--- src/rtl/vhub_pkg.sv ---
package vhub_pkg;
  localparam logic [10:0] HUB_MFG = 11'h06E;

  function automatic int addr_bits(input int nodes);
    return $clog2(nodes + 1);
  endfunction

  function automatic logic [31:0] info_word(input logic [4:0] ver, input logic [7:0] id,
                                            input logic [10:0] mfg, input logic [7:0] low);
    return {ver, id, mfg, low};
  endfunction
endpackage

--- src/rtl/vhub_vir_chain.sv ---
module vhub_vir_chain #(
  parameter int NODES  = 4,
  parameter int ADDR_W = 3,
  parameter int M_W    = 4
) (
  input  logic              clk,
  input  logic              rst,
  input  logic              sel,
  input  logic              capture,
  input  logic              shift,
  input  logic              update,
  input  logic              tdi,
  output logic              tdo,
  output logic [ADDR_W-1:0] addr_q,
  output logic [M_W-1:0]    vir_q,
  output logic [NODES-1:0]  load_q
);
  localparam int W = ADDR_W + M_W;
  logic [W-1:0] sr;

  always_ff @(posedge clk) begin
    if (rst) begin
      sr     <= '0;
      addr_q <= '0;
      vir_q  <= '0;
      load_q <= '0;
    end else begin
      load_q <= '0;
      if (sel && capture)    sr <= {addr_q, vir_q};
      else if (sel && shift) sr <= {tdi, sr[W-1:1]};
      if (sel && update) begin
        addr_q <= sr[W-1:M_W];
        vir_q  <= sr[M_W-1:0];
        for (int i = 0; i < NODES; i++)
          if (sr[W-1:M_W] == ADDR_W'(i + 1)) load_q[i] <= 1'b1;
      end
    end
  end

  assign tdo = sr[0];


  addr_latch_chk: assert property (@(posedge clk) disable iff (rst)
    (sel && update) |=> (addr_q == $past(sr[W-1:M_W]) && vir_q == $past(sr[M_W-1:0])));

  hub_no_load_chk: assert property (@(posedge clk) disable iff (rst)
    (sel && update && sr[W-1:M_W] == '0) |=> (load_q == '0));
endmodule

--- src/rtl/vhub_info_reader.sv ---
module vhub_info_reader
  import vhub_pkg::*;
#(
  parameter int                 NODES     = 4,
  parameter int                 ADDR_W    = 3,
  parameter int                 M_W       = 4,
  parameter logic [4:0]         HUB_VER   = 5'd1,
  parameter logic [NODES*5-1:0] NODE_VER  = '0,
  parameter logic [NODES*8-1:0] NODE_ID   = '0,
  parameter logic [NODES*8-1:0] NODE_INST = '0,
  parameter logic [10:0]        NODE_MFG  = 11'h06E
) (
  input  logic clk,
  input  logic rst,
  input  logic restart,
  input  logic sel,
  input  logic capture,
  input  logic shift,
  input  logic update,
  input  logic tdi,
  output logic tdo
);
  logic [31:0]       words [0:NODES];
  logic [ADDR_W-1:0] word_idx;
  logic [2:0]        nib_idx;
  logic [3:0]        nsr;
  logic [3:0]        cur_nib;

  assign words[0] = info_word(HUB_VER, 8'(NODES), HUB_MFG, 8'(M_W));
  for (genvar g = 0; g < NODES; g++) begin : g_node_word
    assign words[g+1] = info_word(NODE_VER[g*5 +: 5], NODE_ID[g*8 +: 8],
                                  NODE_MFG, NODE_INST[g*8 +: 8]);
  end

  assign cur_nib = words[word_idx][{nib_idx, 2'b00} +: 4];

  always_ff @(posedge clk) begin
    if (rst || restart) begin
      word_idx <= '0;
      nib_idx  <= '0;
      nsr      <= '0;
    end else begin
      if (sel && capture)    nsr <= cur_nib;
      else if (sel && shift) nsr <= {tdi, nsr[3:1]};
      if (sel && update) begin
        nib_idx <= nib_idx + 3'd1;
        if (nib_idx == 3'd7)
          word_idx <= (word_idx == ADDR_W'(NODES)) ? '0 : word_idx + 1'b1;
      end
    end
  end

  assign tdo = nsr[0];


  restart_chk: assert property (@(posedge clk) disable iff (rst)
    restart |=> (word_idx == '0 && nib_idx == 3'd0));

  nibble_step_chk: assert property (@(posedge clk) disable iff (rst)
    (sel && update && !restart) |=> (nib_idx == $past(nib_idx) + 3'd1));
endmodule

--- src/rtl/vhub_top.sv ---
module vhub_top
  import vhub_pkg::*;
#(
  parameter int                 IR_W      = 10,
  parameter logic [IR_W-1:0]    IR_CHAIN  = 10'h00E,
  parameter logic [IR_W-1:0]    IR_DATA   = 10'h00C,
  parameter int                 NODES     = 4,
  parameter int                 M_W       = 4,
  parameter logic [4:0]         HUB_VER   = 5'd1,
  parameter logic [NODES*5-1:0] NODE_VER  = {5'd1, 5'd2, 5'd3, 5'd4},
  parameter logic [NODES*8-1:0] NODE_ID   = {8'h30, 8'h08, 8'h21, 8'h08},
  parameter logic [NODES*8-1:0] NODE_INST = {8'h03, 8'h02, 8'h01, 8'h00},
  parameter logic [10:0]        NODE_MFG  = 11'h06E
) (
  input  logic             clk,
  input  logic             rst,
  input  logic [IR_W-1:0]  ir_code,
  input  logic             capture_dr,
  input  logic             shift_dr,
  input  logic             update_dr,
  input  logic             tdi,
  output logic             tdo,
  input  logic [NODES-1:0] node_tdo,
  output logic [NODES-1:0] node_capture,
  output logic [NODES-1:0] node_shift,
  output logic [NODES-1:0] node_update,
  output logic [NODES-1:0] node_vir_load,
  output logic [M_W-1:0]   node_vir
);
  localparam int ADDR_W = addr_bits(NODES);

  logic              is_chain, is_data, info_sel;
  logic              chain_tdo, info_tdo, node_hit, hit_tdo;
  logic [ADDR_W-1:0] addr_q;
  logic [M_W-1:0]    vir_q;

  assign is_chain = (ir_code == IR_CHAIN);
  assign is_data  = (ir_code == IR_DATA);
  assign info_sel = is_data && addr_q == '0 && vir_q == '0;

  vhub_vir_chain #(.NODES(NODES), .ADDR_W(ADDR_W), .M_W(M_W)) u_chain (
    .clk(clk), .rst(rst), .sel(is_chain), .capture(capture_dr), .shift(shift_dr),
    .update(update_dr), .tdi(tdi), .tdo(chain_tdo), .addr_q(addr_q), .vir_q(vir_q),
    .load_q(node_vir_load));

  vhub_info_reader #(.NODES(NODES), .ADDR_W(ADDR_W), .M_W(M_W), .HUB_VER(HUB_VER),
    .NODE_VER(NODE_VER), .NODE_ID(NODE_ID), .NODE_INST(NODE_INST), .NODE_MFG(NODE_MFG)) u_info (
    .clk(clk), .rst(rst), .restart(is_chain && capture_dr), .sel(info_sel),
    .capture(capture_dr), .shift(shift_dr), .update(update_dr), .tdi(tdi), .tdo(info_tdo));

  always_comb begin
    node_hit     = 1'b0;
    hit_tdo      = 1'b0;
    node_capture = '0;
    node_shift   = '0;
    node_update  = '0;
    for (int i = 0; i < NODES; i++) begin
      if (is_data && addr_q == ADDR_W'(i + 1)) begin
        node_hit        = 1'b1;
        hit_tdo         = node_tdo[i];
        node_capture[i] = capture_dr;
        node_shift[i]   = shift_dr;
        node_update[i]  = update_dr;
      end
    end
  end

  assign tdo      = is_chain ? chain_tdo : info_sel ? info_tdo : node_hit ? hit_tdo : 1'b0;
  assign node_vir = vir_q;


  one_node_chk: assert property (@(posedge clk) disable iff (rst)
    $onehot0(node_shift) && $onehot0(node_capture) && $onehot0(node_update));

  one_load_chk: assert property (@(posedge clk) disable iff (rst)
    $onehot0(node_vir_load));

  foreign_ir_chk: assert property (@(posedge clk) disable iff (rst)
    (!is_chain) |=> ($stable(addr_q) && $stable(vir_q)));
endmodule

--- config.mk ---
export PLATFORM = sky130hd
export DESIGN_NAME = vhub_top
export DESIGN_NICKNAME = d
export VERILOG_FILES = /design/src/rtl/vhub_pkg.sv /design/src/rtl/vhub_vir_chain.sv /design/src/rtl/vhub_info_reader.sv /design/src/rtl/vhub_top.sv
export SDC_FILE = /design/constraint.sdc
export NUM_CORES = 1
export LEC_CHECK = 0
export ABC_AREA = 1
export BUFFER_PORTS_ARGS = -buffer_cell sky130_fd_sc_hd__buf_4
export CAP_MARGIN = 20
export CORE_ASPECT_RATIO = 2
export CORE_MARGIN = 3
export CORE_UTILIZATION = 40
export DETAILED_ROUTE_END_ITERATION = 16
export GPL_ROUTABILITY_DRIVEN = 0
export SLEW_MARGIN = 20
export SYNTH_ARGS = -nofsm -noshare
export SYNTH_HDL_FRONTEND = slang
export SYNTH_SLANG_ARGS = --single-unit
--- constraint.sdc ---
create_clock -name clk -period 2.7 [get_ports clk]
set_input_delay 0.54 -clock clk [delete_from_list [all_inputs] [get_ports clk]]
set_output_delay 0.54 -clock clk [all_outputs]
set_load 0.005 [all_outputs]
======== Yosys cells after proc, flatten, opt, wreduce, memory -nomap -nowiden ========
Memory sizes are Yosys's and may differ from the RTL's.
Index checks and enable logic that the tools add are counted.
storage, ports and cells
  register bits after elaboration ......... 28
  bits in read-only memories .............. 256
  input bits .............................. 20
  output and inout bits ................... 21
  logic and storage cells ................. 79
  memories ................................ 1
cells by class
  $add $sub $neg .......................... 2
  $lt $le $gt $ge ......................... 1
  eq/ne operators ......................... 12
  shift operators ......................... 1
  muxes and demuxes ....................... 34
  bitwise logic cells ..................... 2
  reduce and logical (&&, ||, !) cells .... 19
memory list
  name             depth  bits a word  rd ports  clocked after memory_dff  wr ports  RTL line                text
  (no name shown)  8      32           1         0                         0         vhub_info_reader.sv:35  assign cur_nib = words[word_idx][{nib_idx, 2'b00} +: 4];
operators by type and width
  cell                   count
  $mux W32               2
  $shiftx A32 B6 Y4      1
  $mux W1                27
  $eq A10 B4 Y1 const B  2
  $mux W7                2
  $eq A3 B2 Y1 const B   4
  $eq A3 B3 Y1 const B   4
  $logic_and A1 B1 Y1    12
  $mux W4                2
  $add A3 B1 Y3 const B  2
  $eq A3 B1 Y1 const B   2
  $ge A4 B4 Y1 const B   1
  $logic_not A4 Y1       1
  $not A3 Y4             1
  $reduce_bool A2 Y1     2
  $logic_not A3 Y1       1
  $mux W3                1
  $reduce_and A2 Y1      1
  $reduce_or A2 Y1       1
  $logic_or A1 B1 Y1     1
  $not A1 Y1             1

======== Logic depth before layout (Yosys ltp) ========
Gate-level depths: netlist (run 1).
  depth after elaboration ................. 9
  mapped depth ............................ 10
  gate-level depth less buffers ........... 10

======== Hierarchy ========
From an unflattened synthesis (run 1), not the netlist that was laid out.
second synthesis, totals
  cell total of the unflattened synthesis .. 279
  area total of the unflattened synthesis .. 1747.9 um^2
by module, submodules not included
  module            times used  cells each  area an instance (um^2)  seq. area each (um^2)
  vhub_vir_chain    1           106         740.7                    360.3
  vhub_info_reader  1           106         701.9                    200.2
  vhub_top          1           67          305.3                    0.0

======== Worst setup path after synthesis (run 1) ========
OpenSTA, ideal clock, no wires.
  kind .................................... input to output
  from .................................... input ir_code[5]
  to ...................................... output tdo
  arrival time ............................ 1.333 ns
  required time ........................... 2.160 ns
  setup slack ............................. 0.827 ns
  stages .................................. 7
  path buffers ............................ 0
  cell sequence ........................... nor2_1 nand2_2 nor2_8 nand3_1 nand2_1 o21bai_1 a21oi_1
between the ends
  cells in the longest elaborated chain, start to end .. 9
  elaborated cells between the ends (all ways) .. 19
  classes of those cells .................. eq/ne: 2; mux: 11; reduce/logical: 6
RTL lines
  item                   RTL line        text
  start, declared        vhub_top.sv:17  input logic [IR_W-1:0] ir_code,
  $eq A10 B4 Y1          vhub_top.sv:38  assign is_data = (ir_code == IR_DATA);
  $logic_and A1 B1 Y1    vhub_top.sv:58  if (is_data && addr_q == ADDR_W'(i + 1)) begin
  $mux W1 (4 in series)  vhub_top.sv:58
  $mux W1 (2 in series)  vhub_top.sv:68  assign tdo = is_chain ? chain_tdo : info_sel ? info_tdo : node_hit ? hit_tdo : 1'b0;
  $mux W1 (*)            vhub_top.sv:68
  end, declared          vhub_top.sv:22  output logic tdo,
Mark *: on every way between the ends. The rest lies on a longest branch, timed or not.

======== Worst setup path after layout (run 1) ========
  from .................................... input ir_code[0]
  to ...................................... output node_update[1]
between the ends
  cells in the longest elaborated chain, start to end .. 3
RTL lines
  item                 RTL line        text
  $eq A10 B4 Y1        vhub_top.sv:38
  $logic_and A1 B1 Y1  vhub_top.sv:58
  $mux W1              vhub_top.sv:58
  end, declared        vhub_top.sv:26  output logic [NODES-1:0] node_update,
No other way between the ends.

==> qor.yml, run 1 <==
status:
  outcome: "finished, final reports clean"
timing:
  period_share: 0.827
  worstMarginPinSlew_ns: 0.472
  max_freq_mhz: 448
  finalMaxSlewViolations: 0
  slew_headroom: 0.683
  tns_ns: 0
  finalWorstSetupSlack_ns: 0.468
  grt_setup_unrepaired: "no"
  fin_skew_ns: 0.00273
  finalSetupViolCount: 0
  min_period_ns: 2.23
  hold_viol: 0
logic_synthesis:
  ys_ff_latch: 28
  synth_common_cells: "30 x nand2_1, 30 x nor2_1, 28 x dfxtp_1, 27 x a21oi_1, 24 x inv_1"
  synth_seq_area_share: 0.342
  synth_edf_count: 0
  synth_warnings: 0
  synthDistinctLibCells: 28
  synth_top_area_frac: 0.342
  syn_avg_cell_area_um2: 7.13
  synth.area.top_cells: "dfxtp_1 34%, a21oi_1 8.2%, nand2_1 6.9%"
  ys_async_sr_fraction: 0
  synthesis.area_um2: 1640
  synthCells: 230
  yosys.area.top_type: "dfxtp_1"
  synth_ff_type: "dfxtp_1"
  syn-num-nets: 258
floorplanning:
  coreArea_um2: 3880
  fp.dieH_um: 96.6
  die_w_um: 51.3
  io_pins: 41
  dieArea_um2: 4950
  rows: 32
  initial_core_util: 0.422
critical_path:
  required_ns: 2.16
  endpoint_kind: "primary output"
  path_common_cell: "buf_4"
  crit_chain: "buf_4, inv_1, nand3_2, nor4_1, nand2_1, nor2_1, buf_4"
  crit_arrival_ns: 1.69
  r2r_start: "u_chain.addr_q[2]$_SDFFE_PP0P_"
  max_stage_delay_ns: 0.45
  start_kind: "input port"
  path_max_fanout: 3
  critPathSlowestCell: "nor4_1"
  path_class: "input port to primary output"
  crit_start: "ir_code[0]"
placed_design:
  portBuffers: 40
  dpl_cell_area_um2: 1980
  dp_worst_setup_slack_ns: 0.481
  place_inst: 317
  dp_hpwl_um: 3320
clock_network:
  clock_path_buffers: 2
  cts-root-buf: "clkbuf_8"
  clock_sinks: 28
  cts_hold_buf: 0
  cts_tree: "yes"
  postCtsSetupBuffers: 0
  cts_resized: 0
  cts_max_level: 1
  clock_latency_ns: 0.27
  cts_made_buffers: 3
  cts.clk_slew.worst_paths_ns: 0.10
detailed_routing:
  initialDrtViolationCount: 27
  ant_nets: 0
  via_per_inst: 5.09
  vias: 1633
  route.detailed.drc: 0
  wl_um: 4100
  firstDrtPassIters: 4
  wl_per_cell_um: 12.8
power:
  power.density_nw_per_um2: 391
  peakVddDrop_uv: 310
  power.leakage_nw: 0.948
hold_path:
  hp-start: "update_dr"
  hold_path_class: "input port to flop"
cells_and_area:
  regArea_um2: 561
  area_growth_pct: 25.1
  drive_gt1_frac: 0.248
  stdcell_count: 321
  finish.net_count: 299
  diodes: 0
  utilization: 0.528
  nFillCells: 412
  fin_area_um2: 2050
  multi_input_area_um2: 943
global_route:
  grt-ovfl-total: 0
  antenna_found_initial: 0
  grt_max_degree: 17
  grt_pass1_vias: 1518
  grt_pass1_wl_um: 6700
  track_usage: 0.175
run:
  maxCapViolations: 0
[kinds of logic (layout without fill, tap and decap cells)]
logic type,count (synthesis),in the layout,share of synthesized area
AOI/OAI and AO/OA,67,67,0.233
adders and majority gates,8,8,0.0610
buffers and inverters,34,74,0.0831
DFF,28,28,0.342
and+or+nand+nor,93,93,0.281
[state kept, by name, indices dropped and copies added (netlist names)]
| name | count |
|---|---|
| u_chain.sr | 7 |
| u_chain.load_q | 4 |
| u_chain.vir_q | 4 |
| u_info.nsr | 4 |
| u_chain.addr_q | 3 |
| u_info.nib_idx | 3 |
| u_info.word_idx | 3 |
[layout by cell type, fill, tap and decap left out, types with 2 or more instances in the layout]
cell and n:
o22ai_1 7, nor3_1 8, dfxtp_1 28, buf_4 40, nor2_4 3, a21oi_4 2, a21oi_2 2, a21oi_1 27
o21bai_1 2, o21ai_1 9, nand2_2 2, o21ai_0 17, inv_1 24, nor2_1 30, clkbuf_8 3, nand4_1 4
nand2_1 30, nand3_1 8, ha_1 8, inv_2 6, nor2_2 3
[final timing paths]
kind,to,slack [ns],cells after the start
setup reg to reg,u_info.word_idx[1]$_SDFFE_PP0P_,1.23,8
setup / recovery,node_update[1],0.47,7
hold / removal,u_chain.vir_q[0]$_SDFFE_PP0P_,0.45,2
hold reg to reg,u_chain.vir_q[3]$_SDFFE_PP0P_,0.50,2
[per-stage QoR]
stage	power [W]	hold WS, ns
2_1_floorplan	0.000450	0.446
3_3_place_gp	0.000479	0.485
3_5_place_dp	0.000479	0.487
4_1_cts	0.000810	0.437
5_1_grt	0.000828	0.447
6_report	0.000802	0.446
[worst max-delay path: cells and delay by family]
kind                   cells  cell delay [ns]
buffers and inverters      3             0.27
AND/OR/NAND/NOR            4             0.88
[power breakdown]
part / switching, W / total [W] / internal, W
registers: 0.000000253 / 0.000413 / 0.000413
logic: 0.0000307 / 0.0000560 / 0.0000253
clock network: 0.000134 / 0.000332 / 0.000198
total: 0.000165 / 0.000802 / 0.000637
[routing by layer]
metal | global-route usage | wire length [um] | vias up
li1 | - | - | 850
met1 | 0.183 | 1500 | 749
met2 | 0.343 | 2370 | 26
met3 | 0.0138 | 104 | 8
met4 | 0.0788 | 124 | 0
met5 | 0 | 0 | -
[layout make-up]
class                           instances  area share
Tap cell                               51      0.0311
Clock buffer                            3      0.0201
Clock inverter                          1      0.0146
Multi-Input combinational cell        168       0.460
Sequential cell                        28       0.273
Inverter                               30      0.0549
Timing Repair Buffer                   40       0.146
Note: power is estimated with default switching activity, not from simulation.
==> inputs of run 2 (changes only) <==
Clock period 2.7 ns to 2.3 ns, I/O delays scaled along.
==> run 2 against run 1 <==
Sequential cell count stayed put. Utilization stayed put. Via count is 1.3% lower. Power is 17% higher. Sequential power is 17% higher. Non-clock buffer count stayed put. Critical path depth stayed put. Sequential share of layout area stayed put. Clock skew is 0.0032 ns higher. Count of clock-buffer cells in the layout stayed put. First-iteration DRC count is 63% higher. Final cell count stayed put. Largest cell class unchanged. Highest routed layer unchanged.
==> qor.yml, run 2 (same netlist as run 1, synthesis figures left out) <==
cells_and_area:
  drive_gt1_frac: 0.248  # unchanged
  layout_commonest_cell: "buf_4"
  multi_input_area_um2: 943  # unchanged
  nFillCells: 405  # -1.7%
  regArea_um2: 561  # unchanged
  finish.net_count: 299  # unchanged
  diodes: 0  # unchanged
  largest_register_ffs: 7  # unchanged
  area_growth_pct: 25.1  # unchanged
  largest_register: "u_chain.sr"
  final_cell_mix: "40 x buf_4, 30 x nor2_1, 30 x nand2_1"
  stdcell_count: 321  # unchanged
  utilization: 0.528  # unchanged
detailed_routing:
  initialDrtViolationCount: 44  # +63%
  vias: 1612  # -1.3%
  ant_nets: 0  # unchanged
  wl_per_cell_um: 12.8  # -0.12%
  route.detailed.drc: 0  # unchanged
  via_per_inst: 5.02  # -1.3%
  wl_um: 4100  # -0.12%
  firstDrtPassIters: 4  # unchanged
timing:
  hold_viol: 0  # unchanged
  finalMaxSlewViolations: 0  # unchanged
  fin_skew_ns: 0.00591  # +0.00318 ns
  holdWs_ns: 0.364  # -0.0821 ns
  worstMarginPinSlew_ns: 0.452  # -0.0192 ns
  max_freq_mhz: 475
  grt_setup_unrepaired: "no"
  tns_ns: 0  # unchanged
  period_share: 0.914
  finalSetupViolCount: 0  # unchanged
  slew_headroom: 0.696  # +0.0129
  min_period_ns: 2.10
clock_network:
  cts.clk_slew.worst_paths_ns: 0.10  # about the same
  clock_latency_ns: 0.27  # about the same
  cts-root-buf: "clkbuf_8"
  cts_tree: "yes"
  cts_max_level: 1  # unchanged
  clock_sinks: 28  # unchanged
  cts_made_buffers: 3  # unchanged
  cts_resized: 0  # unchanged
  postCtsSetupBuffers: 0  # unchanged
  clock_path_buffers: 2  # unchanged
  cts_hold_buf: 0  # unchanged
floorplanning:
  die_w_um: 51.3  # unchanged
  coreArea_um2: 3880  # unchanged
  fp.dieH_um: 96.6  # unchanged
  initial_core_util: 0.422  # unchanged
  dieArea_um2: 4950  # unchanged
  io_pins: 41  # unchanged
  rows: 32  # unchanged
hold_path:
  hold_path_class: "input port to flop"
placed_design:
  place_inst: 317  # unchanged
  dp_hpwl_um: 3320  # about the same
  portBuffers: 40  # unchanged
power:
  internal-power_w: 0.000747  # +17%
  p_clk_frac: 0.412  # -0.003
  seqPwrFrac: 0.517  # +0.002
  p_comb_frac: 0.070  # about the same
  power.density_nw_per_um2: 457  # +17%
  p_sw_w: 0.000190  # +15%
  peakVddDrop_uv: 399  # +29%
  sw_frac_of_total: 0.203  # -0.00299
  power.leakage_nw: 0.948  # unchanged
status:
  outcome: "finished, final reports clean"
global_route:
  track_usage: 0.172  # -0.00315
  antenna_found_initial: 0  # unchanged
  grt_pass1_wl_um: 6560  # -2.1%
  grt_max_degree: 17  # unchanged
  grt_pass1_vias: 1490  # -1.8%
  grt-ovfl-total: 0  # unchanged
critical_path:
  required_ns: 1.84  # -0.32 ns
  start_kind: "flop"
  path_max_fanout: 4  # +1
  path_class: "flop to primary output"
  endpoint_kind: "primary output"
  crit_arrival_ns: 1.64  # -0.05 ns
run:
  maxCapViolations: 0  # unchanged
[run 2: cell counts in the layout (fill, tap and decap cells not counted)]
No cell type changed its count.
[run 2: final timing paths]
path                                   startpoint  cells past startpoint  slack (ns)                            end
setup / recovery   u_chain.addr_q[2]$_SDFFE_PP0P_                      7        0.20                            tdo
hold reg to reg     u_chain.vir_q[3]$_SDFFE_PP0P_                      2        0.50  u_chain.vir_q[3]$_SDFFE_PP0P_
setup reg to reg  u_info.word_idx[0]$_SDFFE_PP0P_                      8        0.79     u_info.nsr[0]$_SDFFE_PP0P_
hold / removal                          update_dr                      2        0.36  u_chain.vir_q[0]$_SDFFE_PP0P_
[run 2: layer usage]
metal  vias to the layer above  routed length (um)  GRT usage
li1                        854                   -          -
met1                       724                1530      0.175
met2                        26                2360      0.342
met3                         8                  84     0.0138
met4                         0                 124     0.0788
met5                         -                   0          0
[run 2: through the flow]
stage	area (um^2)	setup WS [ns]	total power (W)
2_1_floorplan	1640	0.587	0.000529
3_3_place_gp	1980	0.249	0.000563
3_5_place_dp	1980	0.249	0.000563
4_1_cts	2050	0.188	0.000951
5_1_grt	2050	0.0214	0.000969
6_report	2050	0.197	0.000937
[run 2: cell type report]
type	instances	share of cell area
Clock inverter	1	0.0146
Inverter	30	0.0549
Timing Repair Buffer	40	0.146
Multi-Input combinational cell	168	0.460
Sequential cell	28	0.273
Tap cell	51	0.0311
Clock buffer	3	0.0201
[run 2: power by group through the flow]
| stage | Sequential (W) | Clock, W | Combinational [W] |
|---|---|---|---|
| after floorplan | 0.000496 | 0 | 0.0000327 |
| after global placement | 0.000496 | 0 | 0.0000663 |
| after detailed placement | 0.000496 | 0 | 0.0000665 |
| after CTS | 0.000485 | 0.000399 | 0.0000666 |
| after global routing | 0.000485 | 0.000410 | 0.0000728 |
| final | 0.000485 | 0.000387 | 0.0000658 |
[run 2: worst max-delay path: stages (launching register included)]
cell and delay, ns:
dfxtp_1 0.38, inv_1 0.10, nor3_1 0.27, nand3_1 0.19
nand2_1 0.10, o21bai_1 0.07, a21oi_1 0.12, buf_4 0.12
